## src/rtl/irq_agg_pkg.sv

```systemverilog
package irq_agg_pkg;

  localparam int NUM_SRC  = 5;
  localparam int REG_W    = 32;

  localparam logic [1:0] ADDR_PEND = 2'd0;
  localparam logic [1:0] ADDR_MASK = 2'd1;

  // Bit position in the pending word for each summary input.
  function automatic int src_pos(input int idx);
    case (idx)
      0:       return 0;
      1:       return 1;
      2:       return 2;
      3:       return 5;
      default: return 6;
    endcase
  endfunction

  // Mask of implemented bits, derived from the position table.
  function automatic logic [REG_W-1:0] impl_bits();
    logic [REG_W-1:0] m;
    m = '0;
    for (int i = 0; i < NUM_SRC; i++) m[src_pos(i)] = 1'b1;
    return m;
  endfunction

endpackage

```

## src/rtl/irq_rst_sync.sv

```systemverilog
module irq_rst_sync #(
  parameter int STAGES = 2
) (
  input  logic clk,
  input  logic rst_n,
  output logic rst_n_sync
);

  logic [STAGES-1:0] chain_q;
  logic [STAGES-1:0] chain_d;

  always_comb begin
    chain_d = {chain_q[STAGES-2:0], 1'b1};
  end

  always_ff @(posedge clk or negedge rst_n) begin
    if (!rst_n) chain_q <= '0;
    else        chain_q <= chain_d;
  end

  assign rst_n_sync = chain_q[STAGES-1];

endmodule

```

## src/rtl/irq_src_latch.sv

```systemverilog
module irq_src_latch (
  input  logic clk,
  input  logic rst_n,
  input  logic src_i,
  input  logic clr_i,
  output logic pend_o
);

  logic prev_q, prev_d;
  logic pend_q, pend_d;
  logic rise;

  assign rise = src_i & ~prev_q;

  always_comb begin
    prev_d = src_i;
    // a new edge wins over a clear in the same cycle
    pend_d = rise | (pend_q & ~clr_i);
  end

  always_ff @(posedge clk or negedge rst_n) begin
    if (!rst_n) begin
      prev_q <= 1'b0;
      pend_q <= 1'b0;
    end else begin
      prev_q <= prev_d;
      pend_q <= pend_d;
    end
  end

  assign pend_o = pend_q;

  assert_edge_sets_R3: assert property (@(posedge clk) disable iff (!rst_n)
    (src_i && !prev_q) |=> pend_o);

  assert_read_clears_R4: assert property (@(posedge clk) disable iff (!rst_n)
    (clr_i && !(src_i && !prev_q)) |=> !pend_o);

  assert_collision_keeps_R9: assert property (@(posedge clk) disable iff (!rst_n)
    (clr_i && src_i && !prev_q) |=> pend_o);

  assert_level_no_reset_R3: assert property (@(posedge clk) disable iff (!rst_n)
    (!pend_o && prev_q && src_i) |=> !pend_o);

endmodule

```

## src/rtl/irq_mask_reg.sv

```systemverilog
module irq_mask_reg #(
  parameter int            WIDTH = 32,
  parameter logic [WIDTH-1:0] IMPL = '1
) (
  input  logic             clk,
  input  logic             rst_n,
  input  logic             wr_en,
  input  logic [WIDTH-1:0] wdata,
  output logic [WIDTH-1:0] mask_o
);

  logic [WIDTH-1:0] mask_q, mask_d;

  always_comb begin
    mask_d = mask_q;
    if (wr_en) mask_d = wdata & IMPL;
  end

  always_ff @(posedge clk or negedge rst_n) begin
    if (!rst_n) mask_q <= IMPL;
    else        mask_q <= mask_d;
  end

  assign mask_o = mask_q;

  assert_mask_rsv_zero_R6: assert property (@(posedge clk) disable iff (!rst_n)
    (mask_o & ~IMPL) == '0);

  assert_mask_holds_R6: assert property (@(posedge clk) disable iff (!rst_n)
    !wr_en |=> $stable(mask_o));

endmodule

```

## src/rtl/irq_agg_top.sv

```systemverilog
module irq_agg_top
  import irq_agg_pkg::*;
#(
  parameter int DATA_W      = REG_W,
  parameter int ADDR_W      = 2,
  parameter int SYNC_STAGES = 2
) (
  input  logic              clk,
  input  logic              rst_n,
  input  logic              bus_en,
  input  logic              bus_we,
  input  logic [ADDR_W-1:0] bus_addr,
  input  logic [DATA_W-1:0] bus_wdata,
  output logic [DATA_W-1:0] bus_rdata,
  input  logic [NUM_SRC-1:0] src_sum,
  output logic              irq_evt
);

  localparam logic [DATA_W-1:0] IMPL = DATA_W'(impl_bits());

  logic rst_ni;
  logic rd_pend, rd_any, wr_mask, wr_pend;
  logic [NUM_SRC-1:0] pend_bits;
  logic [DATA_W-1:0]  pend_vec, mask_vec;
  logic [DATA_W-1:0]  rdata_q, rdata_d;
  logic               evt_q, evt_d;

  irq_rst_sync #(.STAGES(SYNC_STAGES)) u_rst_sync (
    .clk        (clk),
    .rst_n      (rst_n),
    .rst_n_sync (rst_ni)
  );

  assign rd_any  = bus_en & ~bus_we;
  assign rd_pend = rd_any & (bus_addr == ADDR_W'(ADDR_PEND));
  assign wr_mask = bus_en & bus_we & (bus_addr == ADDR_W'(ADDR_MASK));
  assign wr_pend = bus_en & bus_we & (bus_addr == ADDR_W'(ADDR_PEND));

  for (genvar g = 0; g < NUM_SRC; g++) begin : g_src
    irq_src_latch u_latch (
      .clk    (clk),
      .rst_n  (rst_ni),
      .src_i  (src_sum[g]),
      .clr_i  (rd_pend),
      .pend_o (pend_bits[g])
    );
  end

  always_comb begin
    pend_vec = '0;
    for (int i = 0; i < NUM_SRC; i++) pend_vec[src_pos(i)] = pend_bits[i];
  end

  irq_mask_reg #(.WIDTH(DATA_W), .IMPL(IMPL)) u_mask (
    .clk    (clk),
    .rst_n  (rst_ni),
    .wr_en  (wr_mask),
    .wdata  (bus_wdata),
    .mask_o (mask_vec)
  );

  // read return path and event level
  always_comb begin
    rdata_d = rdata_q;
    if (rd_any) begin
      case (bus_addr)
        ADDR_W'(ADDR_PEND): rdata_d = pend_vec;
        ADDR_W'(ADDR_MASK): rdata_d = mask_vec;
        default:            rdata_d = '0;
      endcase
    end
    evt_d = |(pend_vec & ~mask_vec);
  end

  always_ff @(posedge clk or negedge rst_ni) begin
    if (!rst_ni) begin
      rdata_q <= '0;
      evt_q   <= 1'b0;
    end else begin
      rdata_q <= rdata_d;
      evt_q   <= evt_d;
    end
  end

  assign bus_rdata = rdata_q;
  assign irq_evt   = evt_q;

  assert_rsv_read_zero_R2: assert property (@(posedge clk) disable iff (!rst_ni)
    (bus_rdata & ~IMPL) == '0);

  assert_evt_rises_R7: assert property (@(posedge clk) disable iff (!rst_ni)
    (|(pend_vec & ~mask_vec)) |=> irq_evt);

  assert_evt_falls_R7: assert property (@(posedge clk) disable iff (!rst_ni)
    !(|(pend_vec & ~mask_vec)) |=> !irq_evt);

  assert_pend_write_ignored_R8: assert property (@(posedge clk) disable iff (!rst_ni)
    (wr_pend && !(|(src_sum & ~$past(src_sum)))) |=> (pend_vec == $past(pend_vec)));

endmodule

```

## config.mk

```make
export PLATFORM = sky130hd
export DESIGN_NAME = irq_agg_top
export DESIGN_NICKNAME = d
export VERILOG_FILES = /design/src/rtl/irq_agg_pkg.sv /design/src/rtl/irq_rst_sync.sv /design/src/rtl/irq_src_latch.sv /design/src/rtl/irq_mask_reg.sv /design/src/rtl/irq_agg_top.sv
export SDC_FILE = /design/constraint.sdc
export NUM_CORES = 1
export LEC_CHECK = 0
export BUFFER_PORTS_ARGS = -buffer_cell sky130_fd_sc_hd__buf_2
export CORE_MARGIN = 4
export CORE_UTILIZATION = 43
export CTS_CLUSTER_SIZE = 14
export DETAILED_ROUTE_END_ITERATION = 6
export PLACE_DENSITY_LB_ADDON = 0.1
export SLEW_MARGIN = 10
export SYNTH_ARGS = -nofsm -noshare
export SYNTH_HDL_FRONTEND = slang
export SYNTH_SLANG_ARGS = --single-unit
```

## constraint.sdc

```tcl
create_clock -name clk -period 2.4 [get_ports clk]
set_clock_uncertainty 0.1 [all_clocks]
set_input_delay 0.24 -clock clk [delete_from_list [all_inputs] [get_ports clk]]
set_output_delay 0.24 -clock clk [all_outputs]
set_load 0.01 [all_outputs]
```

==> results of run 1 <==
==> cell type report <==
cell class | count | area (µm²)
Timing Repair Buffer | 27 | 165
Inverter | 10 | 37.5
Tap cell | 30 | 37.5
Multi-Input combinational cell | 59 | 358
Sequential cell | 23 | 582
Clock inverter | 1 | 7.51
Fill cell | 229 | 1240
Clock buffer | 3 | 22.5
==> power breakdown <==
group / leakage, nW / internal, W / switching [W]
Sequential: 0.257 / 0.000448 / 0.0000347
Clock: 0.0139 / 0.0000637 / 0.000120
Combinational: 0.374 / 0.0000634 / 0.0000672
Total: 0.644 / 0.000575 / 0.000221
==> cells by family after synthesis <==
family                 Yosys count
other                            2
muxes                           10
buffers and inverters           38
DFF                             23
AOI/OAI and AO/OA               12
and+or+nand+nor                  9
==> registers in the layout, summed over array words and instances, names as in the netlist <==
register,count
u_rst_sync.chain_q,2
g_src.u_latch.prev_q,5
g_src.u_latch.pend_o,5
u_mask.mask_o,5
bus_rdata,5
irq_evt,1
==> final timing paths <==
path,slack (ns),start,endpoint,cells past startpoint
max,1.07,u_mask.mask_o[0],irq_evt,3
min,0.04,bus_wdata[0],u_mask.mask_o[0],2
max reg2reg,1.07,u_mask.mask_o[0],irq_evt,3
min reg2reg,0.24,u_rst_sync.chain_q[1],g_src[2].u_latch.pend_o,0
max in group asynchronous,1.46,u_rst_sync.chain_q[1],bus_rdata[5],0
min in group asynchronous,0.11,rst_n,u_rst_sync.chain_q[0],2
==> metrics by stage <==
stage          cell area [µm²]  power (W)  util, %  setup slack (ns)  std cells
2_1_floorplan             1190   0.000600        -              1.19        120
3_3_place_gp              1120   0.000609     45.6              1.06        143
3_5_place_dp              1120   0.000616     45.6              1.07        143
4_1_cts                   1210   0.000806     49.3              1.04        153
5_1_grt                   1210   0.000848     49.3             0.934        153
6_report                  1210   0.000796     49.3              1.07        153
==> cell usage in the layout (no fill, tap or decap) <==
| master | synthesis | layout |
|---|---|---|
| conb_1 | 2 | 28 |
| buf_2 | 0 | 21 |
| dfrtp_1 | 18 | 18 |
| inv_1 | 10 | 10 |
| dlygate4sd3_1 | 0 | 6 |
| a22o_1 | 5 | 5 |
| mux2i_1 | 5 | 5 |
| nand2_1 | 5 | 5 |
| o21ai_0 | 5 | 5 |
| mux2_2 | 5 | 5 |
| dfstp_2 | 5 | 5 |
| clkbuf_4 | 0 | 3 |
| a222oi_1 | 1 | 1 |
| o221ai_1 | 1 | 1 |
| nand2b_4 | 1 | 1 |
| or3_4 | 1 | 1 |
| or2_2 | 1 | 1 |
| nand4b_1 | 1 | 1 |
| clkinvlp_4 | 0 | 1 |
==> per-layer routing <==
layer / track usage (%) / routed length (µm) / vias to the layer above
met5: 0 / 0 / -
met4: 3.97 / 18 / 0
met3: 4.82 / 205 / 2
met2: 17.4 / 777 / 37
met1: 13.7 / 667 / 316
li1: - / - / 311
==> worst reg2reg max path, delay by kind of cell, from the launching register on <==
family / cells / cell delay, ns
flops: 1 / 0.56
compound gates: 2 / 0.50
buf+inv: 1 / 0.04
==> what timing repair did <==
item / CTS / global route
hold buffers: 6 / 0
gates resized for setup: 0 / 0
hold endpoints to repair: 7 / 0
==> flow_metrics.py, run 1 <==
metrics = {
    "run_status": {
        "status": "finished, final reports clean",
    },
    "detailed_routing": {
        "drtAntennaViolNets": 0,
        "drt-total-wl_um": 1670,
        "drt_iter0_markers": 10,
        "first_pass_iters": 4,
        "avgViaCountPerCell": 4.35,
        "vias": 666,
        "drc": 0,
        "wire_per_inst_um": 10.9,
    },
    "placed_design": {
        "finalWeightedCongestion": 0.693,
        "hpwl_um": 1320,
        "port_buffers": 21,
    },
    "setup_path": {
        "cp_slowest_cell": "dfstp_2",
        "arrival_ns": 1.42,
        "critPathLaunchType": "register",
        "cp_num_buf_inv": 1,
        "worst_path_largest_cell_delay_ns": 0.56,
        "required_ns": 2.48,
        "crit_chain": "inv_1 -> a222oi_1 -> o221ai_1",
        "worstPathMaxFanout": 3,
        "worst-setup-path-type": "reg2reg",
        "critPathCaptureType": "register",
        "crit_family": "flip-flops",
    },
    "floorplan": {
        "initial_core_util_pct": 44.5,
        "ios": 76,
        "dieArea_um2": 3410,
        "die_h_um": 58.4,
        "fp.coreArea_um2": 2450,
        "rows": 18,
        "die_w_um": 58.4,
    },
    "layout": {
        "num_antenna_cells": 0,
        "drive_above_1_share_pct": 30.9,
        "syn_to_final_growth_pct": 10.6,
        "nNetsFinal": 167,
    },
    "sta": {
        "slew_headroom_pct": 46.7,
        "rsz0062_at_grt": "false",
        "finalSetupTns_ns": 0,
        "fmax_mhz": 749,
        "holdWs_ns": 0.0434,
        "finalSetupViolCount": 0,
        "drv_slew": 0,
        "period_minus_slack_ns": 1.33,
        "fin_crit_sh_pct": 55.6,
        "tightest_slew_ns": 0.800,
        "hold_viol": 0,
    },
    "power": {
        "p_leak_nw": 0.644,
        "power_density_nw_per_um2": 658,
        "peakVddDrop_mv": 0.489,
    },
    "yosys": {
        "syn_area_per_cell_um2": 11.6,
        "synth_top_family_by_area": "buffers and inverters",
        "yosys_most_used_dff": "dfrtp_1",
        "ys_seq_elements": 23,
        "synth_fa_ha_area_share_pct": 0,
        "syn-cell-area_um2": 1090,
        "yosys-top-cells-area": "dfrtp_1 (41%), buf_4 (19%), dfstp_2 (12%)",
        "synth_compound_area_share_pct": 8.01,
        "yosys.area.top_type_share_pct": 41.2,
        "seq_area_frac_synth_pct": 53.2,
        "async_flop_share_pct": 100,
        "synth_edf_count": 0,
        "ys_top_cells_by_count": "buf_4 (27), dfrtp_1 (18), inv_1 (10)",
        "synth-warning-count": 0,
        "ys_types": 17,
        "synthSimpleGateAreaFrac_pct": 5.38,
        "synth_area_leader_cell": "dfrtp_1",
        "synthCells": 94,
        "muxShareOfSynthArea_pct": 9.73,
        "synth_xor_area_share_pct": 0,
        "synth_most_common_cell": "buf_4",
    },
    "grt": {
        "grt_pass1_wl_um": 2770,
        "grt_pass1_vias": 609,
        "grt_max_degree": 22,
        "gr-usage-all-layers_pct": 11.1,
        "grt_overflow": 0,
        "antenna_found_initial": 0,
    },
    "clock_tree": {
        "post_cts_buffers": 0,
        "cts-root-buf": "clkbuf_4",
        "cts_tree": "built",
        "cts_buffers": 3,
        "htree_levels": 1,
        "clockBufferDepth": 2,
        "clock_latency_ns": 0.32,
        "clock-sinks": 23,
        "clk_pin_slew_ns": 0.13,
    },
    "hold_path": {
        "hold_class": "in2reg",
    },
    "flow_run": {
        "cap_violations": 0,
    },
}
No activity file was read; power rests on OpenSTA's default activity.
==> run 2, diff against run 1 <==
--- a/config.mk
+++ b/config.mk
@@ -7,7 +7,7 @@
 export LEC_CHECK = 0
 export BUFFER_PORTS_ARGS = -buffer_cell sky130_fd_sc_hd__buf_2
 export CORE_MARGIN = 4
-export CORE_UTILIZATION = 43
+export CORE_UTILIZATION = 40
 export CTS_CLUSTER_SIZE = 14
 export DETAILED_ROUTE_END_ITERATION = 6
 export PLACE_DENSITY_LB_ADDON = 0.1
==> constraint.sdc (replaced) <==
create_clock -name clk -period 1.3 [get_ports clk]
set_clock_uncertainty 0.1 [all_clocks]
set_input_delay 0.13 -clock clk [delete_from_list [all_inputs] [get_ports clk]]
set_output_delay 0.13 -clock clk [all_outputs]
set_load 0.01 [all_outputs]
==> run 2 against run 1 <==
Net effect: the flow now finishes with violations (negative setup slack); global-route usage grew 0.29 points; first-iteration DRC count is the same; sequential share of layout area down 3.6 points; sequential cell count unchanged; via count up 3.8%; register-to-register slack got worse by 1.1 ns; final cell count rose by 7.2%; utilization increased by 2.1 points; worst hold slack gained 0.011 ns; critical endpoint unchanged; largest cell class unchanged; largest power group unchanged.
==> flow_metrics.py, run 2 (synthesis results as in run 1) <==
metrics = {
    "layout": {
        "final_core_utilization_pct": 51.4,
        "syn_to_final_growth_pct": 19.6,
        "fillCellCount": 237,
        "drive_above_1_share_pct": 32.1,
        "num_antenna_cells": 0,
        "layout_commonest_cell": "conb_1",
        "nNetsFinal": 178,
        "mostFrequentLayoutCells": "conb_1 (28), buf_2 (21), dfrtp_1 (18)",
    },
    "clock_tree": {
        "cts_tree": "built",
        "clockBufferDepth": 2,
        "htree_levels": 1,
        "cts-root-buf": "clkbuf_4",
        "clk_pin_slew_ns": 0.13,
        "clock_latency_ns": 0.31,
        "clock-sinks": 23,
        "post_cts_buffers": 0,
        "cts_buffers": 3,
    },
    "run_status": {
        "violations": "negative setup slack",
        "status": "finished, violations left",
    },
    "setup_path": {
        "crit_chain": "inv_1 -> a222oi_1 -> o221ai_1",
        "arrival_ns": 1.41,
        "crit_family": "flip-flops",
        "critPathCaptureType": "register",
        "required_ns": 1.38,
        "cp_num_buf_inv": 1,
        "worst_path_largest_cell_delay_ns": 0.55,
        "cp_slowest_cell": "dfstp_2",
        "rrSetupSlack_ns": -0.03,
        "worstPathMaxFanout": 2,
        "worst-setup-path-type": "reg2reg",
        "critPathLaunchType": "register",
    },
    "grt": {
        "grt_pass1_vias": 700,
        "gr-usage-all-layers_pct": 11.4,
        "grt_pass1_wl_um": 3070,
        "grt_overflow": 0,
        "grt_max_degree": 15,
        "antenna_found_initial": 0,
    },
    "sta": {
        "period_minus_slack_ns": 1.33,
        "rsz0062_at_grt": "true",
        "holdWs_ns": 0.0549,
        "fmax_mhz": 751,
        "worst_slack_ns": -0.0314,
        "drv_slew": 0,
        "fin_crit_sh_pct": 102,
        "hold_viol": 0,
        "finalSetupViolCount": 1,
    },
    "detailed_routing": {
        "drtAntennaViolNets": 0,
        "wire_per_inst_um": 11.0,
        "drt-total-wl_um": 1810,
        "drc": 0,
        "vias": 691,
        "avgViaCountPerCell": 4.21,
        "first_pass_iters": 4,
        "drt_iter0_markers": 10,
    },
    "placed_design": {
        "port_buffers": 21,
        "hpwl_um": 1450,
        "finalWeightedCongestion": 0.718,
    },
    "floorplan": {
        "rows": 18,
        "die_w_um": 60.3,
        "die_h_um": 60.3,
        "fp.coreArea_um2": 2540,
        "initial_core_util_pct": 43.0,
        "ios": 76,
        "dieArea_um2": 3630,
    },
    "power": {
        "p_leak_nw": 0.694,
        "peakVddDrop_mv": 0.678,
        "power_density_nw_per_um2": 1150,
    },
    "hold_path": {
        "hold_class": "in2reg",
    },
    "flow_run": {
        "cap_violations": 0,
    },
}
==> run 2: timing repair <==
item | CTS | global route
gates resized for setup | 0 | 0
endpoints found under the hold margin | 17 | 0
hold buffers | 12 | 0
setup endpoints to repair | 1 | 1
pin swaps | 0 | 0
==> run 2: stage by stage <==
stage | cell area [µm²] | instances | setup WS (ns) | setup TNS (ns) | total power, W
finish | 1310 | 164 | -0.0314 | -0.0314 | 0.00150
global route | 1310 | 164 | -0.128 | -0.128 | 0.00160
CTS | 1310 | 164 | -0.0578 | -0.0578 | 0.00152
detailed placement | 1160 | 148 | -0.0391 | -0.0391 | 0.00116
global placement | 1160 | 148 | -0.0227 | -0.0227 | 0.00115
floorplan | 1190 | 120 | 0.0873 | 0 | 0.00111
==> run 2: worst paths after layout <==
check / start / end / cells past startpoint
min in group asynchronous: u_rst_sync.chain_q[1] / g_src[0].u_latch.prev_q / 1
setup reg to reg: u_mask.mask_o[0] / irq_evt / 3
hold reg to reg: u_rst_sync.chain_q[1] / g_src[0].u_latch.prev_q / 1
hold / removal: bus_addr[1] / bus_rdata[2] / 3
max in group asynchronous: rst_n / u_rst_sync.chain_q[1] / 3
setup / recovery: u_mask.mask_o[0] / irq_evt / 3
==> run 2: worst reg2reg max path: cells and delay by family, from the launching register on <==
kind / cells / cell delay (ns)
flops: 1 / 0.55
compound gates: 2 / 0.52
buf+inv: 1 / 0.04
==> run 2: layout make-up <==
class | count | area, µm² | area share, %
tap | 30 | 37.5 | 2.87
timing repair buffer | 38 | 263 | 20.1
clock buffer | 3 | 22.5 | 1.72
clock inverter | 1 | 7.51 | 0.574
sequential | 23 | 582 | 44.5
multi-input combinational | 59 | 358 | 27.4
inverter | 10 | 37.5 | 2.87
==> run 2: routing by layer <==
| metal | vias to the layer above | global-route usage, % | wire (µm) |
|---|---|---|---|
| met5 | - | 0 | 0 |
| met4 | 0 | 3.80 | 7 |
| met3 | 2 | 2.81 | 170 |
| met2 | 31 | 20.4 | 934 |
| met1 | 324 | 13.2 | 698 |
| li1 | 334 | - | - |
==> run 2: report_power, final <==
group	internal [W]	total [W]	switching, W
logic	0.000151	0.000293	0.000143
registers	0.000826	0.000876	0.0000502
clock network	0.000117	0.000333	0.000216
total	0.00109	0.00150	0.000409
==> run 3, diff against run 2 <==
--- a/config.mk
+++ b/config.mk
@@ -11,6 +11,7 @@
 export CTS_CLUSTER_SIZE = 14
 export DETAILED_ROUTE_END_ITERATION = 6
 export PLACE_DENSITY_LB_ADDON = 0.1
+export SKIP_CTS_REPAIR_TIMING = 1
 export SLEW_MARGIN = 10
 export SYNTH_ARGS = -nofsm -noshare
 export SYNTH_HDL_FRONTEND = slang
==> run 3 against run 2 <==
Net effect: the flow still finishes with violations (negative setup slack); fmax did not move; critical path depth did not move; combinational power barely moved; die area did not move; sequential share of layout area did not move; clock power barely moved; final cell count did not move; global-route usage fell by 0.81 points; critical path type unchanged; largest power group unchanged.
==> flow_metrics.py, run 3 (synthesis results as in run 1) <==
metrics = {
    "setup_path": {
        "critPathLaunchType": "register",
        "rrSetupSlack_ns": -0.03,
        "crit_family": "flip-flops",
        "critPathCaptureType": "register",
        "worst-setup-path-type": "reg2reg",
        "cp_num_buf_inv": 1,
        "rr_startpoint": "u_mask.mask_o[0]",
        "worst_path_largest_cell_delay_ns": 0.55,
        "required_ns": 1.38,
        "cp_slowest_cell": "dfstp_2",
        "crit_chain": "inv_1 -> a222oi_1 -> o221ai_1",
        "reg2regPathDepth": 3,
        "worstPathMaxFanout": 2,
        "arrival_ns": 1.41,
        "timing.rr.end": "irq_evt",
    },
    "sta": {
        "drv_slew": 0,
        "fmax_mhz": 751,
        "period_minus_slack_ns": 1.33,
        "finalSetupTns_ns": -0.0314,
        "fin_crit_sh_pct": 102,
        "hold_viol": 0,
        "holdWs_ns": 0.0549,
        "rsz0062_at_grt": "true",
        "finalSetupViolCount": 1,
        "worst_slack_ns": -0.0314,
    },
    "hold_path": {
        "hold_depth": 3,
        "hold_class": "in2reg",
        "min_from": "bus_addr[1]",
        "min_to": "bus_rdata[2]",
    },
    "detailed_routing": {
        "met3_wirelength_um": 174,
        "drtAntennaViolNets": 0,
        "wire_per_inst_um": 11.0,
        "first_pass_iters": 4,
        "drt-met1-wl_um": 697,
        "wl_met2_um": 932,
        "avgViaCountPerCell": 4.21,
        "vias": 691,
        "top_layer": "met4",
        "drc": 0,
        "drt_iter0_markers": 10,
        "drt-total-wl_um": 1810,
    },
    "layout": {
        "layout_commonest_cell": "conb_1",
        "syn_to_final_growth_pct": 19.6,
        "nNetsFinal": 178,
        "mostFrequentLayoutCells": "conb_1 (28), buf_2 (21), dfrtp_1 (18)",
        "drive_above_1_share_pct": 32.1,
        "num_antenna_cells": 0,
    },
    "placed_design": {
        "hpwl_um": 1450,
        "dp_slack_ns": -0.0391,
        "finalWeightedCongestion": 0.718,
        "port_buffers": 21,
    },
    "power": {
        "peakVddDrop_mv": 0.678,
        "p_leak_nw": 0.694,
        "power_density_nw_per_um2": 1150,
        "p_total_w": 0.00150,
    },
    "clock_tree": {
        "htree_levels": 1,
        "clock_latency_ns": 0.31,
        "clockBufferDepth": 2,
        "cts_tree": "built",
        "clk_pin_slew_ns": 0.13,
        "cts_buffers": 3,
        "cts-root-buf": "clkbuf_4",
        "clock-sinks": 23,
    },
    "floorplan": {
        "die_w_um": 60.3,
        "initial_core_util_pct": 43.0,
        "die_h_um": 60.3,
        "ios": 76,
        "fp.coreArea_um2": 2540,
        "dieArea_um2": 3630,
        "rows": 18,
    },
    "grt": {
        "gr-usage-all-layers_pct": 10.6,
        "grt_overflow": 0,
        "grt_max_degree": 15,
        "grt_pass1_vias": 642,
        "grt_pass1_wl_um": 2850,
        "antenna_found_initial": 0,
    },
    "flow_run": {
        "cap_violations": 0,
    },
    "run_status": {
        "status": "finished, violations left",
        "violations": "negative setup slack",
    },
}
==> run 3: cell counts in the layout (fill, tap and decap cells not counted) <==
Identical to the previous run, type by type.
==> run 3: worst register-to-register path, cell delays in order, from the launching register on <==
cell and delay, ns:
dfstp_2 0.55, inv_1 0.04, a222oi_1 0.33, o221ai_1 0.19
==> run 3: per-layer routing <==
layer	global-route usage, %	up-vias
met2	18.2	31
met1	12.5	324
met3	3.02	2
met5	0	-
li1	-	334
met4	3.80	0
==> run 3: cell type report <==
type	count	area, µm²
multi-input combinational	59	358
clock buffer	3	22.5
sequential	23	582
clock inverter	1	7.51
fill	238	1240
timing repair buffer	38	263
inverter	10	37.5
tap	30	37.5
==> run 3: report_power, final <==
part	internal, W	switching [W]	total (W)
logic	0.000151	0.000143	0.000293
clock network	0.000117	0.000216	0.000333
registers	0.000826	0.0000502	0.000876
==> run 3: worst max-delay path by stage <==
stage,start,endpoint,slack (ns),depth (start not counted)
global route,u_mask.mask_o[0],irq_evt,-0.13,3
floorplan,u_mask.mask_o[0],irq_evt,0.09,3
CTS,u_mask.mask_o[0],irq_evt,-0.06,3
global placement,u_mask.mask_o[0],irq_evt,-0.02,3
detailed placement,u_mask.mask_o[0],irq_evt,-0.04,3
finish,u_mask.mask_o[0],irq_evt,-0.03,3
==> run 3: metrics by stage <==
step                      util, %  std cells  area [µm²]
after floorplan                 -        120        1190
after global placement       45.5        148        1160
after detailed placement     45.5        148        1160
after CTS                    46.7        152        1190
after global routing         51.4        164        1310
final                        51.4        164        1310
